### config.mk
export PLATFORM = sky130hd
export DESIGN_NAME = rdw_ctrl
export DESIGN_NICKNAME = d
export VERILOG_FILES = /design/src/rtl/rdw_pkg.sv /design/src/rtl/rdw_window_dec.sv /design/src/rtl/rdw_capture_reg.sv /design/src/rtl/rdw_commit_timer.sv /design/src/rtl/rdw_write_port.sv /design/src/rtl/rdw_ctrl.sv
export SDC_FILE = /design/constraint.sdc
export NUM_CORES = 1
export LEC_CHECK = 0
export ABC_AREA = 1
export ABC_CLOCK_PERIOD_IN_PS = 1800
export BUFFER_PORTS_ARGS = -buffer_cell sky130_fd_sc_hd__buf_2
export CORE_ASPECT_RATIO = 0.7
export CORE_MARGIN = 1
export CORE_UTILIZATION = 53
export CTS_BUF_LIST = sky130_fd_sc_hd__clkbuf_8
export CTS_CLUSTER_SIZE = 8
export DETAILED_ROUTE_END_ITERATION = 8
export PLACE_DENSITY_LB_ADDON = 0.1
export SLEW_MARGIN = 0
export SYNTH_ARGS = -nofsm -noshare
export SYNTH_HDL_FRONTEND = slang
export SYNTH_SLANG_ARGS = --single-unit
export TNS_END_PERCENT = 20
### constraint.sdc
create_clock -name clk -period 1.8 [get_ports clk]
set_input_delay 0.09 -clock clk [delete_from_list [all_inputs] [get_ports clk]]
set_output_delay 0.09 -clock clk [all_outputs]
set_load 0.005 [all_outputs]
### src/rtl/rdw_pkg.sv
// Package: shared widths and types for the read-triggered write controller.
// Assumes a 13-bit cartridge address whose low byte carries the write data.
package rdw_pkg;
    localparam int unsigned CART_AW  = 13;
    localparam int unsigned DATA_W   = 8;
    localparam int unsigned TAG_W    = CART_AW - DATA_W;

    typedef logic [CART_AW-1:0] cart_addr_t;
    typedef logic [DATA_W-1:0]  ram_data_t;
    typedef logic [TAG_W-1:0]   win_tag_t;
endpackage

### src/rtl/rdw_window_dec.sv
// Module: decodes a window hit from the cartridge bus.
// Assumes the window is the 256-byte page selected by the upper address bits.
module rdw_window_dec
    import rdw_pkg::*;
#(
    parameter win_tag_t WIN_TAG = '0
) (
    input  cart_addr_t cart_addr,
    input  logic       cart_sel,
    output logic       hit,
    output ram_data_t  low_byte
);
    // Split the address into the window tag and the data byte.
    always_comb begin
        hit      = cart_sel && (cart_addr[CART_AW-1:DATA_W] == WIN_TAG);
        low_byte = cart_addr[DATA_W-1:0];
    end
endmodule

### src/rtl/rdw_capture_reg.sv
// Module: holds the byte taken from the most recent window access.
// Assumes the load pulse comes from the window decoder in the same cycle.
module rdw_capture_reg
    import rdw_pkg::*;
(
    input  logic      clk,
    input  logic      rst_n,
    input  logic      load,
    input  ram_data_t din,
    output ram_data_t dout
);
    // Latch the low address byte on every window access.
    always_ff @(posedge clk) begin
        if (!rst_n) begin
            dout <= '0;
        end else if (load) begin
            dout <= din;
        end
    end
endmodule

### src/rtl/rdw_commit_timer.sv
// Module: counts the ticks from an arming access to the target tick.
// Assumes DELAY >= 1; a reload on the target tick suppresses the fire.
module rdw_commit_timer #(
    parameter int unsigned DELAY = 6
) (
    input  logic clk,
    input  logic rst_n,
    input  logic load,
    output logic fire
);
    localparam int unsigned CNT_W = (DELAY > 1) ? $clog2(DELAY) : 1;
    localparam logic [CNT_W-1:0] START = CNT_W'(DELAY - 1);

    logic             armed;
    logic [CNT_W-1:0] cnt;

    // Fire at the target tick unless a new arming access replaces it.
    always_comb begin
        fire = armed && (cnt == '0) && !load;
    end

    // Load on arming, count down, and disarm once the target tick passes.
    always_ff @(posedge clk) begin
        if (!rst_n) begin
            armed <= 1'b0;
            cnt   <= '0;
        end else if (load) begin
            armed <= 1'b1;
            cnt   <= START;
        end else if (armed) begin
            if (cnt == '0) begin
                armed <= 1'b0;
            end else begin
                cnt <= cnt - 1'b1;
            end
        end
    end
endmodule

### src/rtl/rdw_write_port.sv
// Module: registers the RAM write strobe, address and data.
// Assumes commit is high for at most one tick per arming.
module rdw_write_port
    import rdw_pkg::*;
(
    input  logic       clk,
    input  logic       rst_n,
    input  logic       commit,
    input  cart_addr_t tgt_addr,
    input  ram_data_t  tgt_data,
    output logic       ram_we,
    output cart_addr_t ram_waddr,
    output ram_data_t  ram_wdata
);
    // Drive a one-cycle strobe and hold address and data between writes.
    always_ff @(posedge clk) begin
        if (!rst_n) begin
            ram_we    <= 1'b0;
            ram_waddr <= '0;
            ram_wdata <= '0;
        end else begin
            ram_we <= commit;
            if (commit) begin
                ram_waddr <= tgt_addr;
                ram_wdata <= tgt_data;
            end
        end
    end
endmodule

### src/rtl/rdw_ctrl.sv
// Module: top of the read-triggered delayed RAM write controller.
// A window read arms a write of its low address byte; the access DELAY
// ticks later becomes the target. Assumes clk matches the processor rate.
module rdw_ctrl
    import rdw_pkg::*;
#(
    parameter int unsigned DELAY   = 6,
    parameter win_tag_t    WIN_TAG = '0
) (
    input  logic              clk,
    input  logic              rst_n,
    input  logic [CART_AW-1:0] cart_addr,
    input  logic              cart_sel,
    output logic              ram_we,
    output logic [CART_AW-1:0] ram_waddr,
    output logic [DATA_W-1:0]  ram_wdata
);
    logic      win_hit;
    ram_data_t win_byte;
    ram_data_t held_byte;
    logic      tgt_tick;
    logic      commit;

    rdw_window_dec #(.WIN_TAG(WIN_TAG)) dec_i (
        .cart_addr (cart_addr),
        .cart_sel  (cart_sel),
        .hit       (win_hit),
        .low_byte  (win_byte)
    );

    rdw_capture_reg cap_i (
        .clk   (clk),
        .rst_n (rst_n),
        .load  (win_hit),
        .din   (win_byte),
        .dout  (held_byte)
    );

    rdw_commit_timer #(.DELAY(DELAY)) tmr_i (
        .clk   (clk),
        .rst_n (rst_n),
        .load  (win_hit),
        .fire  (tgt_tick)
    );

    // Write only when the target access is a cartridge access.
    always_comb begin
        commit = tgt_tick && cart_sel;
    end

    rdw_write_port wp_i (
        .clk       (clk),
        .rst_n     (rst_n),
        .commit    (commit),
        .tgt_addr  (cart_addr),
        .tgt_data  (held_byte),
        .ram_we    (ram_we),
        .ram_waddr (ram_waddr),
        .ram_wdata (ram_wdata)
    );
endmodule

==> run_results.csv <==
group,metric,value,unit
clock_tree,holdBufCountCts,0,
cells_and_area,syn_to_final_growth,20.2,%
grt,grt_pass1_wl,4.80,mm
sta,drv_slew,0,
grt,met1_usage,28.5,%
yosys,synthCells,188,
yosys,ys.flop_type,"dfxtp_1",
placement,gp_congestion,0.807,
sta,period_share,87.1,%
yosys,synth_top_area_cell,"dfxtp_1",
placement,dpl.cell_count,253,
floorplanning,core,0.00250,mm^2
clock_tree,cts.clk_slew.worst_paths,0.06,ns
power_and_ir_drop,power.leakage,0.838,nW
grt,grt_busiest_layer,"met2",
power_and_ir_drop,p_int,0.00109,W
sta,relSlewSlack,78.2,%
yosys,synth_compound_area_share,2.90,%
sta,max_freq,0.638,GHz
yosys,synthTopCellsByCount,"45 x nand2_1, 42 x nor2_1, 34 x dfxtp_1",
route,viasPerCell,5.00,
route,wl,3.02,mm
clock_tree,clk_latency,0.28,ns
yosys,synth_seq_cells,34,
clock_tree,cts.sinks,34,
yosys,synth-simple-area-share,40.4,%
yosys,muxShareOfSynthArea,0,%
floorplanning,start_util,56.9,%
route,drc_errors,0,
power_and_ir_drop,powerDensity,812,mW/mm^2
setup_path,worst_ep_arrival_time,1.78,ns
placement,dpl.hpwl,2.25,mm
floorplanning,die_area,0.00290,mm^2
floorplanning,fp.dieH,45.3,um
outcome,status,"complete, no violations",
power_and_ir_drop,p_clk_share,40.2,%
cells_and_area,finalNetCount,244,
sta,finalHoldViolCount,0,
floorplanning,dieWidth,63.9,um
flow_run,cap_violations,0,
cells_and_area,n_fill_cell,235,
setup_path,endpoint_kind,"register",
route,dr.pass1.iters,5,
clock_tree,tritoncts,"built",
yosys,yosysWarningCount,0,
yosys,synth_fa_ha_area_share,1.76,%
floorplanning,std_cell_rows,15,
yosys,syn-num-nets,206,
grt,gr-usage-met3,9.34,%
power_and_ir_drop,p_switching,0.000300,W
route,drtIter0Drc,60,
sta,worstMarginPinSlew,0.326,ns
yosys,synth_edf_count,0,
setup_path,crit_type,"reg2reg",
setup_path,worstReg2RegStart,"tmr_i.cnt[0]",
setup_path,cp-start-kind,"register",
yosys,synthArstFlopShare,0,%
yosys,synth_top_area_share,47.9,%
grt,use_met2,35.7,%
grt,grt_pass1_vias,1107,
grt,grt_use_total,22.9,%
route,vias,1306,
power_and_ir_drop,seq_power_share,54.7,%
placement,place_ws,0.231,ns
worst_hold_path,hold_depth,3,
grt,grt_max_degree,27,
cells_and_area,finalNonFillerCells,261,
yosys,ys_seq_area_share,47.9,%
worst_hold_path,hold_class,"in2reg",
power_and_ir_drop,irDropWorstVdd,0.539,mV
sta,tns,0,ns
yosys,synth_cell_type_count,19,
sta,min_period,1.57,ns
setup_path,critPathLaunch,"tmr_i.cnt[0]",
sta,fin_skew,0.00427,ns
cells_and_area,drive_gt1_share,25.1,%
yosys,yosys.cell_count.top_type,"nand2_1",
route,wl_per_cell,11.6,um
clock_tree,cts_setup_buffers,0,
setup_path,reg2reg_depth,8,
cells_and_area,n_antenna_cell,0,
sta,finalSetupViolCount,0,
yosys,synth_xor_area_share,0,%
sta,setup_slack,0.232,ns
sta,rsz0062_at_grt,"false",
floorplanning,io_pins,38,
clock_tree,cts.path.max_buffers,2,
yosys,yosys-top-cells-area,"dfxtp_1 48%, nand2_1 12%, nor2_1 11%",
power_and_ir_drop,netSwitchingFraction,21.6,%
grt,grt-ovfl-total,0,
worst_hold_path,hp-start,"cart_addr[3]",
power_and_ir_drop,power_frac_comb,5.1,%
yosys,post_synth.cell_area_avg,7.56,um^2
clock_tree,cts_max_level,2,
placement,io_buffers,37,
clock_tree,cts_buffers,5,
clock_tree,cts-resized-gates,0,
route,postRouteAntennaNets,0,
clock_tree,cts-root-buf,"clkbuf_8",
setup_path,required,2.02,ns
yosys,synth_top_family_by_area,"simple AND/OR/NAND/NOR gates",
grt,antenna_found_initial,0,
setup_path,cp_max_fo,19,
yosys,synth_area,0.00142,mm^2
-- cell families (layout without fill, tap and decap cells) --
group | after synthesis | in the layout
flops | 34 | 34
fa+ha+maj | 2 | 2
buf+inv | 21 | 60
simple gates | 123 | 123
compound gates | 8 | 8
-- registers in the layout, indices dropped and copies added, names as in the netlist --
name	count
wp_i.ram_we	1
cap_i.dout	8
tmr_i.cnt	3
tmr_i.armed	1
wp_i.ram_wdata	8
wp_i.ram_waddr	13
-- cells in the final DEF, fill, tap and decap left out --
cell | Yosys | final
nand2_2 | 1 | 1
nor2_8 | 1 | 1
nand2_4 | 1 | 1
nor2_1 | 42 | 42
inv_1 | 12 | 13
clkinv_2 | 0 | 1
nand2_1 | 45 | 45
a21oi_1 | 7 | 7
dfxtp_1 | 34 | 34
a31oi_1 | 1 | 1
nor2_2 | 6 | 6
nand3_2 | 1 | 1
buf_2 | 4 | 37
nand4_1 | 4 | 4
inv_6 | 1 | 1
clkbuf_8 | 0 | 6
buf_4 | 0 | 2
ha_1 | 2 | 2
nand3_1 | 11 | 11
nand3b_1 | 11 | 11
-- layout make-up --
type                       count  area (um^2)  share of cell area (%)
multi-input combinational    133          641                    37.5
sequential                    34          681                    39.8
inverter                      13         53.8                    3.15
tap                           34         42.5                    2.49
timing repair buffer          39          200                    11.7
clock buffer                   6         82.6                    4.83
clock inverter                 2         8.76                   0.512
-- critical path, stage by stage, from the launching register on --
cell and delay, ns:
dfxtp_1 0.31, inv_1 0.10, ha_1 0.18, nand2_1 0.17, nor2_8 0.28, nand2_4 0.13
inv_6 0.15, nor2_1 0.06, nor2_1 0.12
-- path summary, 6_finish.rpt --
path / slack, ns / endpoint
hold reg to reg: 0.46 / wp_i.ram_wdata[2]
hold / removal: 0.04 / cap_i.dout[3]
setup / recovery: 0.23 / wp_i.ram_waddr[8]
setup reg to reg: 0.23 / wp_i.ram_waddr[8]
-- layer usage --
metal	vias up	wire length, um
met2	43	1380
met5	-	0
li1	665	-
met1	591	1360
met4	0	51
met3	7	226
-- through the flow --
stage | util [%] | hold slack [ns] | instance area (um^2) | total power, W
floorplan | - | 0.225 | 1420 | 0.000815
global placement | 64.8 | 0.340 | 1620 | 0.000844
detailed placement | 64.8 | 0.336 | 1620 | 0.000846
CTS | 68.5 | 0.0304 | 1710 | 0.00141
global route | 68.5 | 0.0589 | 1710 | 0.00145
finish | 68.5 | 0.0427 | 1710 | 0.00139
-- power groups by stage --
stage | combinational (W) | clock (W) | sequential, W
final | 0.0000713 | 0.000558 | 0.000759
after global routing | 0.0000792 | 0.000608 | 0.000758
after CTS | 0.0000711 | 0.000579 | 0.000759
after detailed placement | 0.0000709 | 0 | 0.000776
after global placement | 0.0000691 | 0 | 0.000775
after floorplan | 0.0000397 | 0 | 0.000775
(Power assumes the default switching activity.)
